===== src/rtl/spi_host_regs.sv =====
module spi_host_regs #(
  parameter int DEPTH  = 128,
  parameter int CTRL_W = 16
) (
  input  logic              clk,
  input  logic              rst_n,
  input  logic              bus_wr,
  input  logic              bus_rd,
  input  logic [7:0]        bus_addr,
  input  logic [31:0]       bus_wdata,
  output logic [31:0]       bus_rdata,
  output logic              irq,
  output logic [CTRL_W-1:0] ctrl,
  output logic              run,
  output logic [31:0]       gap_cfg,
  output logic              tx_valid,
  output logic [7:0]        tx_byte,
  input  logic              tx_take,
  input  logic              rx_push,
  input  logic [7:0]        rx_byte
);
  localparam int AW = $clog2(DEPTH);
  localparam int CW = AW + 1;
  localparam logic [7:0] A_CTL = 8'h00, A_STA = 8'h04, A_SET = 8'h08, A_CLR = 8'h0C,
                         A_MSK = 8'h10, A_ENA = 8'h14, A_GAP = 8'h18, A_TXD = 8'h1C,
                         A_RXD = 8'h20;

  logic [7:0]    tx_mem [DEPTH];
  logic [7:0]    rx_mem [DEPTH];
  logic [AW-1:0] tx_wp, tx_rp, rx_wp, rx_rp;
  logic [CW-1:0] tx_cnt, rx_cnt;
  logic [6:0]    mask, status;
  logic          rx_ovf, tx_ovf, rx_und;

  wire tx_full  = tx_cnt == CW'(DEPTH);
  wire tx_empty = tx_cnt == '0;
  wire rx_full  = rx_cnt == CW'(DEPTH);
  wire rx_empty = rx_cnt == '0;

  wire wr_txd  = bus_wr && bus_addr == A_TXD;
  wire rd_rxd  = bus_rd && bus_addr == A_RXD;
  wire tx_push = wr_txd && !tx_full;
  wire tx_pop  = tx_valid && tx_take;
  wire rx_in   = rx_push && !rx_full;
  wire rx_pop  = rd_rxd && !rx_empty;
  wire sta_wr  = bus_wr && bus_addr == A_STA;

  assign tx_valid = run && !tx_empty;
  assign tx_byte  = tx_mem[tx_rp];
  assign status   = {rx_und, rx_full, !rx_empty, tx_ovf, !tx_full, tx_empty, rx_ovf};
  assign irq      = |(status & mask);

  function automatic logic [AW-1:0] nxt(input logic [AW-1:0] p);
    return (p == AW'(DEPTH - 1)) ? '0 : p + 1'b1;
  endfunction

  always_ff @(posedge clk) begin
    if (tx_push) tx_mem[tx_wp] <= bus_wdata[7:0];
    if (rx_in)   rx_mem[rx_wp] <= rx_byte;
  end

  always_ff @(posedge clk) begin
    if (!rst_n) begin
      tx_wp <= '0; tx_rp <= '0; tx_cnt <= '0;
      rx_wp <= '0; rx_rp <= '0; rx_cnt <= '0;
    end else begin
      if (tx_push) tx_wp <= nxt(tx_wp);
      if (tx_pop)  tx_rp <= nxt(tx_rp);
      tx_cnt <= tx_cnt + CW'(tx_push) - CW'(tx_pop);
      if (rx_in)   rx_wp <= nxt(rx_wp);
      if (rx_pop)  rx_rp <= nxt(rx_rp);
      rx_cnt <= rx_cnt + CW'(rx_in) - CW'(rx_pop);
    end
  end

  always_ff @(posedge clk) begin
    if (!rst_n) begin
      ctrl <= '0; gap_cfg <= '0; run <= 1'b0; mask <= '0;
      rx_ovf <= 1'b0; tx_ovf <= 1'b0; rx_und <= 1'b0;
    end else begin
      if (bus_wr && bus_addr == A_CTL) ctrl <= bus_wdata[CTRL_W-1:0];
      if (bus_wr && bus_addr == A_GAP) gap_cfg <= bus_wdata;
      if (bus_wr && bus_addr == A_ENA) run <= bus_wdata[0];
      if (bus_wr && bus_addr == A_SET) mask <= mask | bus_wdata[6:0];
      if (bus_wr && bus_addr == A_CLR) mask <= mask & ~bus_wdata[6:0];
      rx_ovf <= (rx_push && rx_full) || (rx_ovf && !(sta_wr && bus_wdata[0]));
      tx_ovf <= (wr_txd && tx_full)  || (tx_ovf && !(sta_wr && bus_wdata[3]));
      rx_und <= (rd_rxd && rx_empty) || (rx_und && !(sta_wr && bus_wdata[6]));
    end
  end

  always_comb begin
    bus_rdata = '0;
    if (bus_rd) begin
      case (bus_addr)
        A_CTL:   bus_rdata = 32'(ctrl);
        A_STA:   bus_rdata = {25'd0, status};
        A_MSK:   bus_rdata = {25'd0, mask};
        A_ENA:   bus_rdata = {31'd0, run};
        A_GAP:   bus_rdata = gap_cfg;
        A_RXD:   bus_rdata = rx_empty ? 32'd0 : {24'd0, rx_mem[rx_rp]};
        default: bus_rdata = '0;
      endcase
    end
  end
endmodule


===== config.mk =====
export PLATFORM = sky130hd
export DESIGN_NAME = spi_host_regs
export DESIGN_NICKNAME = d
export VERILOG_FILES = /design/src/rtl/spi_host_regs.sv
export SDC_FILE = /design/constraint.sdc
export NUM_CORES = 2
export LEC_CHECK = 0
export ABC_AREA = 0
export BUFFER_PORTS_ARGS = -buffer_cell sky130_fd_sc_hd__buf_4
export CAP_MARGIN = 20
export CORE_ASPECT_RATIO = 1.2
export CORE_MARGIN = 3
export CORE_UTILIZATION = 40
export CTS_BUF_LIST = sky130_fd_sc_hd__clkbuf_16
export DETAILED_ROUTE_END_ITERATION = 6
export PLACE_DENSITY_LB_ADDON = 0.25
export SETUP_SLACK_MARGIN = 0.2
export SYNTH_ARGS = -nofsm -noshare
export SYNTH_HDL_FRONTEND = slang
export SYNTH_SLANG_ARGS = --single-unit
export TNS_END_PERCENT = 5

===== constraint.sdc =====
create_clock -name clk -period 5.7 [get_ports clk]
set_input_delay 1.14 -clock clk [delete_from_list [all_inputs] [get_ports clk]]
set_output_delay 1.14 -clock clk [all_outputs]
set_load 0.01 [all_outputs]

==> impl_metrics.json <==
{
  "start_util_pct": 40.2,
  "pwr_density_cell_nw_per_um2": 327,
  "nFillCells": 17514,
  "rows": 184,
  "worstHoldStart": "gap_cfg[27]$_SDFFE_PN0P_",
  "worstPathMaxFanout": 25,
  "outcome": "complete, no violations",
  "die_area_sq_um": 217000,
  "cp_num_buf_inv": 3,
  "p_leak_uw": 0.0290,
  "synthArstFlopShare_pct": 0,
  "dp_cells": 6982,
  "clockBufferDepth": 3,
  "clock-sinks": 2165,
  "syn_nets": 4198,
  "clock_skew_ns": 0.0353,
  "path_common_cell": "buf_12",
  "setup_tns_ns": 0,
  "ioPinCount": 145,
  "ys_ff_latch": 2165,
  "track_usage_pct": 19.7,
  "finalSetupViolCount": 0,
  "slowest_delay_ns": 0.57,
  "holdCritPathClass": "reg2reg",
  "first_pass_iters": 5,
  "yosys_warnings": 0,
  "end_kind": "output port",
  "final_cells": 7386,
  "netlist_instances": 4114,
  "grt_pass1_wl_um": 309000,
  "drcViolationCount": 0,
  "coreArea_sq_um": 210000,
  "slew_violations": 0,
  "r2r_cells": 10,
  "area_delta_synth_final_pct": 13.7,
  "design_area_sq_um": 96000,
  "r2r-start": "rx_cnt[4]$_SDFF_PN0_",
  "finalHoldViolCount": 0,
  "cts_tree": "built",
  "maxClockFrequency_mhz": 189,
  "rrSetupSlack_ns": 1.67,
  "rsz0062_at_grt": "no",
  "drive_above_1_share_pct": 26.4,
  "viasPerCell": 5.64,
  "peakVddDrop_mv": 0.320,
  "ys_seq_area_share_pct": 75.7,
  "overflow": 0,
  "port_buffers": 144,
  "worstPathCellList": "buf_12 > buf_12 > mux4_2 > a22o_1 > a221oi_1 > o22ai_1 > o21ai_1 > o221ai_1 > buf_4",
  "die_x_um": 425,
  "min_to": "gap_cfg[27]$_SDFFE_PN0P_",
  "cp-start-kind": "flip-flop",
  "h-tree-depth": 4,
  "required_ns": 4.56,
  "dp_hpwl_um": 138000,
  "gp_congestion": 0.888,
  "fin_crit_sh_pct": 93.1,
  "wl_per_cell_um": 28.9,
  "multiInputGateArea_sq_um": 19400,
  "clkLatencyLatePin_ns": 0.84,
  "cp_slowest_cell": "mux4_2",
  "critical_path_class": "reg2out",
  "synth_edf_count": 2048,
  "regArea_sq_um": 63900,
  "min_path_cells": 2,
  "post_dp_cell_area_sq_um": 89400,
  "yosysUniqueCellTypes": 73,
  "clk_pin_slew_ns": 0.06,
  "root_buffer": "clkbuf_16",
  "final.min_clock_period_ns": 5.30,
  "die_h_um": 509,
  "syn_avg_cell_area_sq_um": 20.5,
  "drt_iter0_markers": 4065,
  "grt_pass1_vias": 42593,
  "cts.hold.buffers_added": 0,
  "cts-buffers-inserted": 214,
  "maxCapViolations": 0,
  "relSlewSlack_pct": 22.1,
  "synth_ff_type": "edfxtp_1",
  "antenna_found_initial": 7,
  "postRouteAntennaNets": 0,
  "vias": 41677,
  "layout.nets": 4495,
  "syn-cell-area_sq_um": 84400,
  "cp_data_arrival_time_ns": 4.16,
  "tightest_slew_ns": 1.17,
  "grt_max_degree": 94,
  "r2r-end": "rx_mem[94][5]$_DFFE_PP_",
  "wl_um": 214000,
  "path_delay_family": "compound AO/OA/AOI/OAI gates"
}
[worst max path at each step]
stage,start,to,depth (start not counted)
floorplan,bus_addr[2],bus_rdata[1],7
detailed placement,bus_addr[7],bus_rdata[2],6
CTS,flip-flop,bus_rdata[2],8
global route,flip-flop,bus_rdata[3],8
finish,flip-flop,bus_rdata[2],9
global placement,bus_addr[7],bus_rdata[2],6
[cells in the mapped netlist (27+ instances only)]
cell type,instances,area (sq um)
edfxtp_1,2048,61500
mux4_2,560,12600
nor2_1,329,1230
nand2_1,169,634
dfxtp_1,117,2340
clkbuf_1,99,372
a21oi_1,84,420
buf_2,71,355
mux2i_1,63,631
o22ai_1,43,269
nand3_1,38,190
nor2b_1,31,194
a22oi_1,29,218
ha_1,28,350
inv_1,27,101
[sequential cells by signal, indices dropped and copies added, names as in the netlist, 7 cells and up, named ones only]
name and cells:
ctrl 16, tx_cnt 8, rx_wp 7, rx_mem 1024, gap_cfg 32, rx_cnt 8
tx_mem 1024, tx_wp 7, rx_rp 7, tx_rp 7
[tightest hold or removal path, stage by stage, from the launching register on]
cell and delay [ns]:
dfxtp_1 0.31, nand2_1 0.05, a21oi_1 0.05
[kinds of logic (layout without fill, tap and decap cells)]
group | after synthesis | after routing | synth area share [%]
mux | 638 | 638 | 15.9
xor+xnor | 28 | 28 | 0.291
flops | 2165 | 2165 | 75.7
compound gates | 318 | 318 | 2.66
buf+inv | 255 | 735 | 1.47
fa+ha+maj | 30 | 30 | 0.463
other cells | 0 | 2 | 0
simple gates | 680 | 680 | 3.57
[stage by stage]
stage                     utilization, %  total power, uW  hold WS [ns]  setup slack (ns)
after floorplan                        -            18100         0.459              1.58
after global placement              42.6            18500         0.457             0.837
after detailed placement            42.6            18600         0.458             0.794
after CTS                           45.8            31700         0.457             0.265
after global routing                45.8            32400         0.493             0.232
final                               45.8            31400         0.464             0.396
[cells in the final DEF, fill, tap and decap left out, types with 19 or more instances in the layout]
cell type / instances
buf_12: 23
nor2b_1: 29
clkbuf_16: 218
inv_1: 88
nand3_1: 38
o21ai_0: 23
ha_1: 28
mux2i_1: 63
nor2_1: 328
clkinv_1: 51
mux4_2: 560
a21oi_1: 84
nand2_1: 167
dfxtp_1: 109
clkinv_2: 42
buf_4: 284
a221oi_1: 24
edfxtp_1: 2048
and3_1: 19
o22ai_1: 43
a22oi_1: 29
a22o_1: 20
[cell type report]
cell class / count / share of cell area [%]
Tap cell: 2790 / 3.64
Antenna cell: 2 / 0.00521
Clock inverter: 181 / 1.15
Inverter: 29 / 0.115
Multi-Input combinational cell: 1694 / 20.2
Timing Repair Buffer: 307 / 2.70
Clock buffer: 218 / 5.68
Sequential cell: 2165 / 66.5
[report_power, final]
group / internal, uW / switching (uW) / total (uW)
Sequential: 17400 / 22.6 / 17500
Combinational: 202 / 566 / 768
Clock: 7200 / 5950 / 13200
[repair_timing]
item / 4_1_cts / 5_1_grt
endpoints found under the setup margin: 1 / 1
resized for setup: 0 / 1
buffers inserted: 3 / 0
[per-layer routing]
layer | part of all wire, % | global-route usage, %
met1 | 39 | 25.6
met2 | 52 | 34.0
met3 | 5.8 | 2.94
met4 | 3.4 | 6.64
met5 | 0.0098 | 0
No activity file was read; power rests on OpenSTA's default activity.
